## src/rtl/sst_pkg.sv

```systemverilog
// Package: shared field positions and the control register type for the
// synchronous slave transmitter. Assumes an 8-bit control register.
package sst_pkg;
    localparam int CTL_W     = 8;
    localparam int F_CLKSRC  = 7;
    localparam int F_NINE    = 6;
    localparam int F_TXEN    = 5;
    localparam int F_SYNC    = 4;
    localparam int F_BRK     = 3;
    localparam int F_HS      = 2;
    localparam int F_EMPTY   = 1;
    localparam int F_D9      = 0;

    typedef struct packed {
        logic clk_src;
        logic nine_en;
        logic tx_en;
        logic sync_mode;
        logic brk;
        logic hs;
        logic d9;
    } ctl_t;
endpackage

```

## src/rtl/sst_edge_sync.sv

```systemverilog
// Module: brings an asynchronous clock input into the local domain through
// STAGES flops and reports single-cycle rise and fall pulses.
// Assumes the input phase lasts longer than STAGES+1 local cycles.
module sst_edge_sync #(
    parameter int STAGES = 2
) (
    input  logic clk,
    input  logic rst_n,
    input  logic async_in,
    output logic rise,
    output logic fall
);
    logic [STAGES-1:0] chain;
    logic              prev;

    // First stage samples the raw pin.
    always_ff @(posedge clk) begin
        if (!rst_n) chain[0] <= 1'b1;
        else        chain[0] <= async_in;
    end

    generate
        for (genvar i = 1; i < STAGES; i++) begin : g_stage
            // Each later stage retimes the previous one.
            always_ff @(posedge clk) begin
                if (!rst_n) chain[i] <= 1'b1;
                else        chain[i] <= chain[i-1];
            end
        end
    endgenerate

    // Holds the last synchronised value for edge detection.
    always_ff @(posedge clk) begin
        if (!rst_n) prev <= 1'b1;
        else        prev <= chain[STAGES-1];
    end

    assign rise = chain[STAGES-1] & ~prev;
    assign fall = ~chain[STAGES-1] & prev;
endmodule

```

## src/rtl/sst_ctl_reg.sv

```systemverilog
// Module: control/status register. Stores the writable fields and forms
// the read value with the live shift-empty status inserted at its bit.
module sst_ctl_reg
    import sst_pkg::*;
(
    input  logic             clk,
    input  logic             rst_n,
    input  logic             we,
    input  logic [CTL_W-1:0] wdata,
    input  logic             shift_empty,
    output ctl_t             ctl,
    output logic [CTL_W-1:0] rdata
);
    // Captures writable fields; the status bit is not stored.
    always_ff @(posedge clk) begin
        if (!rst_n) begin
            ctl <= '0;
        end else if (we) begin
            ctl.clk_src   <= wdata[F_CLKSRC];
            ctl.nine_en   <= wdata[F_NINE];
            ctl.tx_en     <= wdata[F_TXEN];
            ctl.sync_mode <= wdata[F_SYNC];
            ctl.brk       <= wdata[F_BRK];
            ctl.hs        <= wdata[F_HS];
            ctl.d9        <= wdata[F_D9];
        end
    end

    // Assembles the read image.
    always_comb begin
        rdata           = '0;
        rdata[F_CLKSRC] = ctl.clk_src;
        rdata[F_NINE]   = ctl.nine_en;
        rdata[F_TXEN]   = ctl.tx_en;
        rdata[F_SYNC]   = ctl.sync_mode;
        rdata[F_BRK]    = ctl.brk;
        rdata[F_HS]     = ctl.hs;
        rdata[F_EMPTY]  = shift_empty;
        rdata[F_D9]     = ctl.d9;
    end
endmodule

```

## src/rtl/sst_holding.sv

```systemverilog
// Module: holding register with its full flag. A write fills it; a load
// into the shifter empties it. A write in the same cycle as a load wins,
// so the register stays full with the new word.
module sst_holding #(
    parameter int DATA_W = 8
) (
    input  logic              clk,
    input  logic              rst_n,
    input  logic              we,
    input  logic [DATA_W-1:0] wdata,
    input  logic              load,
    output logic [DATA_W-1:0] word,
    output logic              full
);
    // Tracks occupancy.
    always_ff @(posedge clk) begin
        if (!rst_n)    full <= 1'b0;
        else if (we)   full <= 1'b1;
        else if (load) full <= 1'b0;
    end

    // Stores the written word.
    always_ff @(posedge clk) begin
        if (!rst_n)  word <= '0;
        else if (we) word <= wdata;
    end
endmodule

```

## src/rtl/sst_shifter.sv

```systemverilog
// Module: shift register driven by synchronised external clock edges.
// The pin takes the next bit, LSB first, on each fall. The word completes
// on the rise after its last bit. Assumes rise and fall never coincide.
module sst_shifter #(
    parameter int DATA_W = 8
) (
    input  logic              clk,
    input  logic              rst_n,
    input  logic              active,
    input  logic              load,
    input  logic [DATA_W-1:0] word,
    input  logic              nine_en,
    input  logic              d9,
    input  logic              fall,
    input  logic              rise,
    output logic              busy,
    output logic              pin
);
    localparam int SH_W  = DATA_W + 1;
    localparam int CNT_W = $clog2(SH_W + 1);
    localparam logic [CNT_W-1:0] LEN8 = CNT_W'(DATA_W);
    localparam logic [CNT_W-1:0] LEN9 = CNT_W'(SH_W);

    logic [SH_W-1:0]  sh,  sh_n;
    logic [CNT_W-1:0] cnt, cnt_n;
    logic [CNT_W-1:0] len, len_n;
    logic             busy_n, pin_n;

    // Next-state logic for load, shift, completion and abort.
    always_comb begin
        sh_n   = sh;
        cnt_n  = cnt;
        len_n  = len;
        busy_n = busy;
        pin_n  = pin;
        if (!active) begin
            sh_n   = '0;
            cnt_n  = '0;
            busy_n = 1'b0;
            pin_n  = 1'b1;
        end else begin
            if (load) begin
                sh_n   = {d9, word};
                len_n  = nine_en ? LEN9 : LEN8;
                cnt_n  = '0;
                busy_n = 1'b1;
            end
            if (busy_n && fall) begin
                if (cnt_n < len_n) begin
                    pin_n = sh_n[0];
                    sh_n  = sh_n >> 1;
                    cnt_n = cnt_n + 1'b1;
                end
            end else if (!busy_n && fall) begin
                pin_n = 1'b1;
            end
            if (busy && !load && rise && (cnt == len)) begin
                busy_n = 1'b0;
            end
        end
    end

    // Registers the shifter state.
    always_ff @(posedge clk) begin
        if (!rst_n) begin
            sh   <= '0;
            cnt  <= '0;
            len  <= LEN8;
            busy <= 1'b0;
            pin  <= 1'b1;
        end else begin
            sh   <= sh_n;
            cnt  <= cnt_n;
            len  <= len_n;
            busy <= busy_n;
            pin  <= pin_n;
        end
    end
endmodule

```

## src/rtl/sync_slave_tx.sv

```systemverilog
// Module: top of the externally clocked synchronous transmitter. It joins
// the control register, holding register, clock synchroniser and shifter.
// The interrupt request is combinational so it works with clk stopped.
module sync_slave_tx
    import sst_pkg::*;
#(
    parameter int DATA_W      = 8,
    parameter int SYNC_STAGES = 2
) (
    input  logic              clk,
    input  logic              rst_n,
    input  logic              ext_sck,
    output logic              tx_pin,
    input  logic              port_en,
    input  logic              rx_single_en,
    input  logic              rx_cont_en,
    input  logic              ctl_we,
    input  logic [CTL_W-1:0]  ctl_wdata,
    output logic [CTL_W-1:0]  ctl_rdata,
    input  logic              hold_we,
    input  logic [DATA_W-1:0] hold_wdata,
    output logic              txf,
    input  logic              irq_en,
    output logic              irq
);
    ctl_t              ctl;
    logic              busy, active, load, hold_full, rise, fall;
    logic [DATA_W-1:0] hold_word;

    sst_ctl_reg u_ctl (
        .clk(clk), .rst_n(rst_n), .we(ctl_we), .wdata(ctl_wdata),
        .shift_empty(~busy), .ctl(ctl), .rdata(ctl_rdata)
    );

    sst_edge_sync #(.STAGES(SYNC_STAGES)) u_sync (
        .clk(clk), .rst_n(rst_n), .async_in(ext_sck), .rise(rise), .fall(fall)
    );

    sst_holding #(.DATA_W(DATA_W)) u_hold (
        .clk(clk), .rst_n(rst_n), .we(hold_we), .wdata(hold_wdata),
        .load(load), .word(hold_word), .full(hold_full)
    );

    // Port qualification and holding-to-shifter transfer decision.
    always_comb begin
        active = ctl.tx_en & ctl.sync_mode & ~ctl.clk_src
               & port_en & ~rx_single_en & ~rx_cont_en;
        load   = active & ~busy & hold_full;
    end

    sst_shifter #(.DATA_W(DATA_W)) u_shift (
        .clk(clk), .rst_n(rst_n), .active(active), .load(load),
        .word(hold_word), .nine_en(ctl.nine_en), .d9(ctl.d9),
        .fall(fall), .rise(rise), .busy(busy), .pin(tx_pin)
    );

    assign txf = ~hold_full;
    assign irq = txf & irq_en;
endmodule

```

## config.mk

```make
export PLATFORM = sky130hd
export DESIGN_NAME = sync_slave_tx
export DESIGN_NICKNAME = d
export VERILOG_FILES = /design/src/rtl/sst_pkg.sv /design/src/rtl/sst_edge_sync.sv /design/src/rtl/sst_ctl_reg.sv /design/src/rtl/sst_holding.sv /design/src/rtl/sst_shifter.sv /design/src/rtl/sync_slave_tx.sv
export SDC_FILE = /design/constraint.sdc
export NUM_CORES = 1
export LEC_CHECK = 0
export BUFFER_PORTS_ARGS = -buffer_cell sky130_fd_sc_hd__buf_2
export CAP_MARGIN = 10
export CORE_UTILIZATION = 48
export DETAILED_ROUTE_END_ITERATION = 12
export PLACE_DENSITY_LB_ADDON = 0.15
export SLEW_MARGIN = 25
export SYNTH_ARGS = -nofsm -noshare
export SYNTH_HDL_FRONTEND = slang
export SYNTH_HIERARCHICAL = 1
export SYNTH_SLANG_ARGS = --single-unit
```

## constraint.sdc

```tcl
create_clock -name clk -period 4.1 [get_ports clk]
set_clock_uncertainty 0.15 [all_clocks]
set_input_delay 0.82 -clock clk [delete_from_list [all_inputs] [get_ports clk]]
set_output_delay 0.82 -clock clk [all_outputs]
set_load 0.005 [all_outputs]
```

==> impl_metrics.ini <==
[routing]
vias = 1303
drt_iter0_drc = 42
first_pass_iters = 4
ant_nets = 0
drcViolationCount = 0
wl_um = 3240
viasPerCell = 5.07
wire_per_inst_um = 12.6

[sta]
grt_setup_unrepaired = no
tns_ns = 0
setup_viol = 0
tightestPinTransition_ns = 0.492
post-route-period-util = 0.843
drv_slew = 0
hold_violations = 0
whs_ns = 0.267
layout_min_cycle_time_ns = 3.46
fmax_mhz = 289
maxSlewHeadroom = 0.672

[critical_path]
startpoint = rx_single_en
critPathRequiredTime_ns = 4.17
endpoint_kind = flip-flop
path_class = input pin to flip-flop
critPathArrivalTime_ns = 3.53
reg2reg_from = u_ctl/ctl[6]
worst-path-buf-inv = 1
slowest_delay_ns = 0.56
worstSetupStartpointType = input pin
cp_max_fo = 10
crit_family = simple AND/OR/NAND/NOR gates
crit_chain = buf_2 -> or4b_1 -> nor4_4 -> nor2b_1 -> ha_1 -> a31oi_1 -> o2111ai_4 -> or3_1 -> a21oi_1
cp_slowest_cell = or4b_1

[floorplanning]
start_util = 0.520
ios = 36
die_w_um = 63.1
num_rows = 21
die_y_um = 63.1
coreArea_um2 = 3440
dieArea_um2 = 3980

[global_route]
grt_antenna_before_repair = 0
gr-usage-all-layers = 0.179
overflow = 0
grt_max_degree = 26
grt_pass1_wl_um = 5490
grt_pass1_vias = 1293

[synthesis]
syn_nets = 208
ys_ff_latch = 38
synthArstFlopShare = 0
synth_cell_types = 35
synthFlopType = dfxtp_1
syn_area_um2 = 1790
yosysSeqAreaShare = 0.425
yosys_warnings = 6
synth_top_area_frac = 0.425
yosys.area.top_type = dfxtp_1
synth_cells = 180
postSynthAreaPerCell_um2 = 9.95
synth_area_leaders = dfxtp_1, mux2i_1, nor2b_1
synth-edff-count = 0

[finish]
postLayoutCellArea_um2 = 2040
final.fill_count = 306
diodes = 0
drive_above_1_share = 0.270
nets = 238
finalNonFillerCells = 257
area_delta_synth_final_pct = 14.0

[placement]
routabilityCongestion = 0.811
place_area_um2 = 1950
dp_hpwl_um = 2360
placed_cells = 249
numPortBuffers = 34

[run]
drv_cap = 0

[clock_tree]
clk_path_buf_depth = 2
clock-sinks = 38
cts_tree = built
clockRootBuffer = clkbuf_8
post_cts_resized = 0
clk_latency_ns = 0.29
postCtsSetupRepairBufs = 0
hold_buffers = 0
htree_levels = 2
clk_pin_slew_ns = 0.07
cts_buffers = 5

[power]
cellPowerDensity_nw_per_um2 = 337
p_leak_uw = 0.000884
p_total_uw = 689
ir_drop_mv = 0.226

[hold_path]
hold_path_class = flip-flop to flip-flop
worstHoldStart = u_sync/chain[0]

[outcome]
status = completed
## path summary, 6_finish.rpt
kind | end | slack, ns | cells past startpoint
min reg2reg | u_sync/chain[1] | 0.27 | 1
min | u_sync/chain[1] | 0.27 | 1
max reg2reg | u_shift/cnt[3] | 0.93 | 8
max | u_shift/cnt[3] | 0.64 | 9
## routing by layer
layer	global-route usage	routed length (um)	vias to the layer above
met5	0	0	-
met3	0.0489	100	5
met1	0.192	1430	620
met4	0.0785	50	0
met2	0.325	1670	20
li1	-	-	658
## final cells by class
| class | count | area (um2) | share of cell area |
|---|---|---|---|
| Clock inverter | 1 | 5.00 | 0.00245 |
| Multi-Input combinational cell | 124 | 923 | 0.452 |
| Tap cell | 46 | 57.6 | 0.0282 |
| Clock buffer | 7 | 86.3 | 0.0423 |
| Inverter | 4 | 15.0 | 0.00736 |
| Sequential cell | 38 | 761 | 0.373 |
| Timing Repair Buffer | 37 | 193 | 0.0944 |
## metrics by stage
step            util  setup WS, ns
2_1_floorplan      -         0.155
3_3_place_gp   0.566         0.418
3_5_place_dp   0.566         0.360
4_1_cts        0.593         0.652
5_1_grt        0.593         0.445
6_report       0.593         0.644
## synth_stat cells (3+ instances only)
cell and instances:
nand2b_1 5, a21oi_1 3, dfxtp_1 38, xnor2_1 3, buf_4 8, inv_1 4, mux2_2 8, nand3_1 5
o21ai_0 4, nor2_1 6, mux2i_1 22, o21ai_1 5, ha_1 3, nand2_1 14, nor2b_1 25
## state kept, by name, summed over array words and instances (netlist names)
signal	flops
u_ctl/ctl	7
u_shift/pin	1
u_shift/sh	9
u_hold/full	1
u_hold/word	8
u_sync/chain	2
u_sync/prev	1
u_shift/len	4
u_shift/cnt	4
u_shift/busy	1
## layout by cell type, fill, tap and decap left out, types with 2 or more instances in the layout
cell type | Yosys | layout
a21oi_1 | 3 | 3
and2_1 | 2 | 2
and3_1 | 2 | 2
buf_2 | 2 | 34
buf_4 | 8 | 3
clkbuf_8 | 0 | 6
dfxtp_1 | 38 | 38
ha_1 | 3 | 3
inv_1 | 4 | 4
mux2_2 | 8 | 8
mux2i_1 | 22 | 22
nand2_1 | 14 | 14
nand2b_1 | 5 | 5
nand3_1 | 5 | 5
nor2_1 | 6 | 6
nor2b_1 | 25 | 25
o21ai_0 | 4 | 4
o21ai_1 | 5 | 5
or3_1 | 2 | 2
xnor2_1 | 3 | 3
xor2_1 | 2 | 2
## kinds of logic after synthesis
group,synth area share
XOR/XNOR,0.0245
flip-flops,0.425
buffers and inverters,0.0643
adder cells (fa/ha/maj),0.0210
AND/OR/NAND/NOR,0.216
multiplexers,0.173
AO/OA/AOI/OAI,0.0762
## power by group
part	internal [uW]	leakage (uW)	switching, uW
Combinational	24.6	0.000525	19.2
Sequential	380	0.000310	5.93
Clock	136	0.0000482	124
Note: power is estimated with default switching activity, not from simulation.
